==> config.mk <==
export PLATFORM = sky130hd
export DESIGN_NAME = strobe_sync_top
export DESIGN_NICKNAME = d
export VERILOG_FILES = /design/src/rtl/strobe_sync_pkg.sv /design/src/rtl/strobe_sync_path.sv /design/src/rtl/strobe_skew_ctrl.sv /design/src/rtl/strobe_sync_top.sv
export SDC_FILE = /design/constraint.sdc
export NUM_CORES = 1
export LEC_CHECK = 0
export ABC_AREA = 1
export BUFFER_PORTS_ARGS = -buffer_cell sky130_fd_sc_hd__clkbuf_2
export CORE_MARGIN = 1.5
export CORE_UTILIZATION = 48
export CTS_CLUSTER_SIZE = 12
export DETAILED_ROUTE_END_ITERATION = 8
export PLACE_DENSITY = 0.73
export SLEW_MARGIN = 20
export SYNTH_ARGS = -nofsm -noshare
export SYNTH_HDL_FRONTEND = slang
export SYNTH_SLANG_ARGS = --single-unit
==> constraint.sdc <==
create_clock -name clk -period 1.3 [get_ports clk]
set_input_delay 0.13 -clock clk [delete_from_list [all_inputs] [get_ports clk]]
set_output_delay 0.13 -clock clk [all_outputs]
set_load 0.05 [all_outputs]
==> src/rtl/strobe_sync_pkg.sv <==
package strobe_sync_pkg;
  // Control-to-datapath strobes
  typedef struct packed {
    logic loadQual;
  } qual_ctl_t;
endpackage

==> src/rtl/strobe_sync_path.sv <==
module strobe_sync_path
  import strobe_sync_pkg::*;
#(
  parameter int NUM_DS = 2
) (
  input  logic              clk,
  input  logic              rstN,
  input  logic              asN,
  input  logic [NUM_DS-1:0] dsN,
  input  qual_ctl_t         qualCtl,
  output logic              asSync2,
  output logic              asSync3,
  output logic              asFall,
  output logic              asRise,
  output logic [NUM_DS-1:0] dsSync2,
  output logic [NUM_DS-1:0] dsSync3,
  output logic [NUM_DS-1:0] dsQual
);
  localparam int LANES = NUM_DS + 1;
  localparam int AS_LANE = NUM_DS;

  logic [LANES-1:0] rawIn;
  logic [LANES-1:0] stage1, stage2, stage3;
  logic asHist;

  assign rawIn = {asN, dsN};

  // One discrete three-flop chain per strobe lane
  for (genvar lane = 0; lane < LANES; lane++) begin : g_lane
    always_ff @(posedge clk or negedge rstN) begin
      if (!rstN) begin
        stage1[lane] <= 1'b1;
        stage2[lane] <= 1'b1;
        stage3[lane] <= 1'b1;
      end else begin
        stage1[lane] <= rawIn[lane];
        stage2[lane] <= stage1[lane];
        stage3[lane] <= stage2[lane];
      end
    end
  end

  // Edge pulses and qualified pair, all registered
  always_ff @(posedge clk or negedge rstN) begin
    if (!rstN) begin
      asHist <= 1'b1;
      asFall <= 1'b0;
      asRise <= 1'b0;
      dsQual <= '1;
    end else begin
      asHist <= stage3[AS_LANE];
      asFall <= asHist & ~stage3[AS_LANE];
      asRise <= ~asHist & stage3[AS_LANE];
      if (qualCtl.loadQual) dsQual <= stage3[NUM_DS-1:0];
    end
  end

  assign asSync2 = stage2[AS_LANE];
  assign asSync3 = stage3[AS_LANE];
  assign dsSync2 = stage2[NUM_DS-1:0];
  assign dsSync3 = stage3[NUM_DS-1:0];
endmodule

==> src/rtl/strobe_skew_ctrl.sv <==
module strobe_skew_ctrl
  import strobe_sync_pkg::*;
#(
  parameter int NUM_DS    = 2,
  parameter int SKEW_WAIT = 3
) (
  input  logic              clk,
  input  logic              rstN,
  input  logic [NUM_DS-1:0] dsStage3,
  input  logic [NUM_DS-1:0] dsQualNow,
  output qual_ctl_t         qualCtl
);
  if (SKEW_WAIT == 0) begin : g_direct
    assign qualCtl.loadQual = 1'b1;
  end else begin : g_window
    localparam int CNT_W = (SKEW_WAIT < 2) ? 1 : $clog2(SKEW_WAIT);
    localparam logic [CNT_W-1:0] LAST = CNT_W'(SKEW_WAIT - 1);

    logic [NUM_DS-1:0] dsHist;
    logic [CNT_W-1:0] waitCnt;
    logic moved, pending, loadNow;

    assign moved   = dsStage3 != dsHist;
    assign pending = dsStage3 != dsQualNow;
    assign loadNow = pending && !moved && (waitCnt == LAST);

    always_ff @(posedge clk or negedge rstN) begin
      if (!rstN) begin
        dsHist  <= '1;
        waitCnt <= '0;
      end else begin
        dsHist <= dsStage3;
        if (moved || !pending || loadNow) waitCnt <= '0;
        else waitCnt <= waitCnt + 1'b1;
      end
    end

    assign qualCtl.loadQual = loadNow;
  end
endmodule

==> src/rtl/strobe_sync_top.sv <==
module strobe_sync_top
  import strobe_sync_pkg::*;
#(
  parameter int NUM_DS    = 2,
  parameter int SKEW_WAIT = 3
) (
  input  logic              clk,
  input  logic              rstN,
  input  logic              asN,
  input  logic [NUM_DS-1:0] dsN,
  output logic              asSync2,
  output logic              asSync3,
  output logic              asFall,
  output logic              asRise,
  output logic [NUM_DS-1:0] dsSync2,
  output logic [NUM_DS-1:0] dsSync3,
  output logic [NUM_DS-1:0] dsQual
);
  qual_ctl_t qualCtl;

  strobe_sync_path #(.NUM_DS(NUM_DS)) u_path (
    .clk(clk), .rstN(rstN), .asN(asN), .dsN(dsN), .qualCtl(qualCtl),
    .asSync2(asSync2), .asSync3(asSync3), .asFall(asFall), .asRise(asRise),
    .dsSync2(dsSync2), .dsSync3(dsSync3), .dsQual(dsQual)
  );

  strobe_skew_ctrl #(.NUM_DS(NUM_DS), .SKEW_WAIT(SKEW_WAIT)) u_ctrl (
    .clk(clk), .rstN(rstN), .dsStage3(dsSync3), .dsQualNow(dsQual),
    .qualCtl(qualCtl)
  );
endmodule

# [Yosys cells after proc, flatten, opt, wreduce, memory -nomap -nowiden]
# Index checks and enable logic that the tools add are counted.
[word_totals] inputBits=5 reg_bits=18 word_cells=30
[op_classes] bitwise_logic=4 n_reduce_logical=6 add_sub_neg=1 mux=1 n_eq_ne=3
[op_table] operator="$ne 2x2->1" n=2
[op_table] operator="$add 2x1->2 const B" n=1
[op_table] operator="$and 1x1->1" n=2
[op_table] operator="$eq 2x2->1 const B" n=1
[op_table] operator="$logic_and 1x1->1" n=2
[op_table] operator="$logic_not 1->1" n=2
[op_table] operator="$logic_or 1x1->1" n=2
[op_table] operator="$mux 2" n=1
[op_table] operator="$not 1->1" n=2

# [Longest topological paths before layout]
[logic_depth] word_depth=6 ltp_mapped=7 mapped_depth_nobuf=7

# [By module]
# A second synthesis with hierarchy kept.
[unflattened] hier_cells=57 area_unflattened_um2=641.9
[by_module_without_submodules] module="strobe_sync_path" seq_area_each_um2=365.4 area_per_inst_um2=406.6 n_inst=1 cells_per_inst=25
[by_module_without_submodules] module="strobe_skew_ctrl" seq_area_each_um2=102.6 area_per_inst_um2=235.2 n_inst=1 cells_per_inst=32

# [Worst setup path after synthesis]
# No wires, ideal clock.
[synth_timing] path_type="flip-flop to flip-flop" start="register u_path.stage3[0] (netlist: u_path.dsSync3[0])" end="register u_path.dsQual[1]" synth_period_minus_slack_ns=1.287 path_stages_with_launch=8 setup_time_ns=0.076 t_arrival_ns=1.210 setup_slack_ns=0.013 n_path_buf=0 cell_sequence="dfstp_2 inv_1 nand2_1 nand2_1 nor2_4 nand3_1 nand2_1 nand2_1"
[synth_between] elab_chain_cells=4
[synth_lines] item="start: declaration" line_no="strobe_sync_path.sv:23" text="logic [LANES-1:0] stage1, stage2, stage3;"
[synth_lines] item="start signal: indexed assignment" line_no="strobe_sync_path.sv:38" text="stage3[lane] <= stage2[lane];"
[synth_lines] item="$ne 2x2->1" line_no="strobe_skew_ctrl.sv:23" text="assign moved = dsStage3 != dsHist;"
[synth_lines] item="$logic_not 1->1" line_no="strobe_skew_ctrl.sv:25" text="assign loadNow = pending && !moved && (waitCnt == LAST);"
[synth_lines] item="$logic_and 1x1->1 * (2 in a row)" line_no="strobe_skew_ctrl.sv:25"
[synth_lines] item="end signal: assignment" line_no="strobe_sync_path.sv:54" text="if (qualCtl.loadQual) dsQual <= stage3[NUM_DS-1:0];"
[synth_lines] item="end: declaration" line_no="strobe_sync_path.sv:17" text="output logic [NUM_DS-1:0] dsQual"
# Every way passes the cells marked *; elsewhere a longest branch is shown, timed or not.
# A chain may end at the register's enable or synchronous reset.

# [Worst setup path in the final report]
[layout_timing] start="register u_path.dsQual[0]" end="output dsQual[0]"
[layout_lines] item="end: declaration" line_no="strobe_sync_top.sv:17" text="output logic [NUM_DS-1:0] dsQual"
# No word-level cell between the ends.

==> results.txt <==
Outcome -> completed
Family with the most delay on the worst path -> flip-flops
Highest routed layer -> met4
Switch share -> 33.21%
DR WL/cell -> 10.26 µm
Reg2reg end -> u_ctrl.g_window.waitCnt[1]
Vias in the first global route -> 353
Final WL -> 923 µm
I/O pins -> 15
Worst VDD drop -> 0.001089 V
Crit path launch type -> flip-flop
CTS root buf -> clkbuf_4
Detailed Route Iter0 Violations -> 7
DRC errors left -> 0
Hold Path Class -> in -> async
Wl on met1 -> 392 µm
WP buf/inv -> 1
Clock power share -> 24.7%
Overall routing resource usage -> 16.14%
Depth of the most critical reg-to-reg path -> 6
LEAKAGE -> 0.4096 nW
H-tree depth -> 1
R2R Setup Slk -> 120 ps
Routability cong. -> 0.7076
Core Box Area -> 1171 µm²
Mapped Area -> 634.4 µm²
Yosys cell types -> 12
Syn Nets -> 60
Setup_tns -> 0 ps
Rel. slew slack -> 72.98%
Worst Setup Path Type -> reg -> out
Int Power -> 0.9211 mW
Post-layout min period -> 1254 ps
Global-route congestion overflow total -> 0
Share of the yosys chip area belonging to registers -> 73.77%
HPWL Detailed -> 610.8 µm
Met3 routed WL -> 67 µm
Clock Pin Slew Worst Setup and Hold Paths -> 110 ps
RSZ-0062 raised after global routing -> false
Crit path arrival time -> 1120 ps
Finished Layout Cells -> 90
Largest net degree at the start of global routing -> 19
Yosys warnings -> 0
Port bufs -> 14
Insertion delay to the later sink of the worst-skew pair -> 300 ps
Fmax -> 0.7974 GHz
Area growth syn-to-layout -> 27.02%
Net Sw Power -> 0.4580 mW
Seq pwr share -> 51.0%
CTS tree -> done
R2R Path Start -> u_path.dsSync3[0]
Die Width -> 39.36 µm
Num CTS Buffers -> 3
Row count -> 12
Yosys reg bits -> 18
N_diodes -> 0
Post-CTS Setup Bufs -> 0
Crit end category -> output port
Fin. max-slew vios -> 0
Power Density -> 1712 nW/µm²
Vias -> 409
Placed inst area -> 721.9 µm²
Clock tree sinks -> 18
Combinational power share -> 24.4%
Starting Density -> 54.17%
Die area -> 1549 µm²
CP Data Required Time -> 1170 ps
Slowest Stage Delay on Critical Path -> 570 ps
Yosys top cell by area -> dfstp_2
1st-pass router iterations -> 4
Placed Instances -> 82
Max FO, Critical Path -> 4
Setup-failing EPs final -> 0
Hold Vio Cnt, Final -> 0
Fillers -> 97
Clock buffer depth -> 2
Antenna violations before repair -> 0
Syn avg cell area -> 11.75 µm²
Slowest cell on the critical path -> dfstp_2
Mean number of vias per cell -> 4.544
First-pass GRT wire length -> 1.442 mm
Final #Nets -> 83
Worst Setup SP -> u_path.dsQual[0]
CP Cell Sequence -> buf_2
Yosys top cell area share -> 57.99%
Final period util -> 96.46%
Top post-synthesis cells by area -> dfstp_2 (58%), dfrtp_1 (16%), nand2_1 (8.9%)
Maxcap violations -> 0
Die Ht -> 39.36 µm
Design area -> 805.8 µm²
Worst Skew -> 11.18 ps
ANT nets after route -> 0
Layout cell share with drive strength beyond 1 -> 47.37%
Met2 wire len -> 460 µm
Slew at the pin with the worst max-slew slack -> 405.3 ps
Synth Instances -> 54
## synth_stat cells, drive strengths merged
library cell  instances
dfrtp                 4
dfstp                14
ha                    1
inv                   9
nand2                17
nand3                 1
nand3b                1
nand4                 2
nor2                  5
## registers in the layout, summed over array words and instances (netlist names), 2 cells and up
signal,flops
u_ctrl.g_window.dsHist,2
u_ctrl.g_window.waitCnt,2
u_path.dsQual,2
u_path.dsSync2,2
u_path.dsSync3,2
u_path.stage1,3
## routing by layer
| metal | up-vias | track usage, % |
|---|---|---|
| met4 | 0 | 10.34 |
| met1 | 187 | 16.54 |
| met3 | 2 | 10.23 |
| met2 | 15 | 24.17 |
| met5 | - | 0 |
| li1 | 205 | - |
## worst reg2reg max path: cells and delay by family, from the launching register on
family,cells,cell delay (ps)
simple gates,5,460
flops,1,590
buf+inv,1,70
## layout by cell type (no fill, tap or decap), drive strengths merged
cell type / count
nand3b: 1
ha: 1
nand2: 17
nor2: 5
clkbuf: 14
buf: 4
inv: 9
nand4: 2
dlygate4sd3: 4
dfrtp: 4
nand3: 1
dfstp: 14
## power by group through the flow
stage                     Combinational, mW  Clock, mW  Sequential, mW
after floorplan                      0.0999          0           0.859
after global placement                0.318          0           0.709
after detailed placement              0.320          0           0.713
after CTS                             0.331      0.362           0.704
after global routing                  0.365      0.383           0.715
final                                 0.336      0.340           0.703
## cell type report
type | instances | area (µm²) | share of cell area, %
inverters | 9 | 33.78 | 4.193
clock buffers | 4 | 36.28 | 4.503
flip-flops and latches | 18 | 467.9 | 58.07
repair buffers | 18 | 117.6 | 14.60
multi-input cells | 27 | 132.6 | 16.46
well taps | 14 | 17.52 | 2.174
## cells by family after synthesis
group	share of synthesized area (%)
adders and majority gates	1.972
buffers and inverters	5.325
DFF	73.77
and+or+nand+nor	18.93
## how the worst max path moves through the flow
stage,to,slack [ps],cells after the start
floorplan,u_path.dsQual[1],10,7
CTS,dsQual[1],10,1
global placement,u_path.dsQual[0],150,7
global route,asSync3,0.5,1
detailed placement,u_ctrl.g_window.waitCnt[1],130,6
finish,dsQual[0],50,1
## per-stage QoR
step	hold slack (ps)	power, mW	utilization (%)	setup WS [ps]
after global placement	74.40	1.027	61.65	146.1
after floorplan	-165.6	0.9585	-	13.38
final	278.3	1.379	68.80	45.99
after detailed placement	75.73	1.033	61.65	128.4
after CTS	277.6	1.398	68.59	11.50
after global routing	303.4	1.462	68.80	0.4609
## repair_timing
item | CTS | global route
gates resized for setup | 2 | 6
endpoints found under the hold margin | 7 | 0
hold buffers | 4 | 0
setup endpoints to repair | 2 | 5
Note: power is estimated with default switching activity, not from simulation.
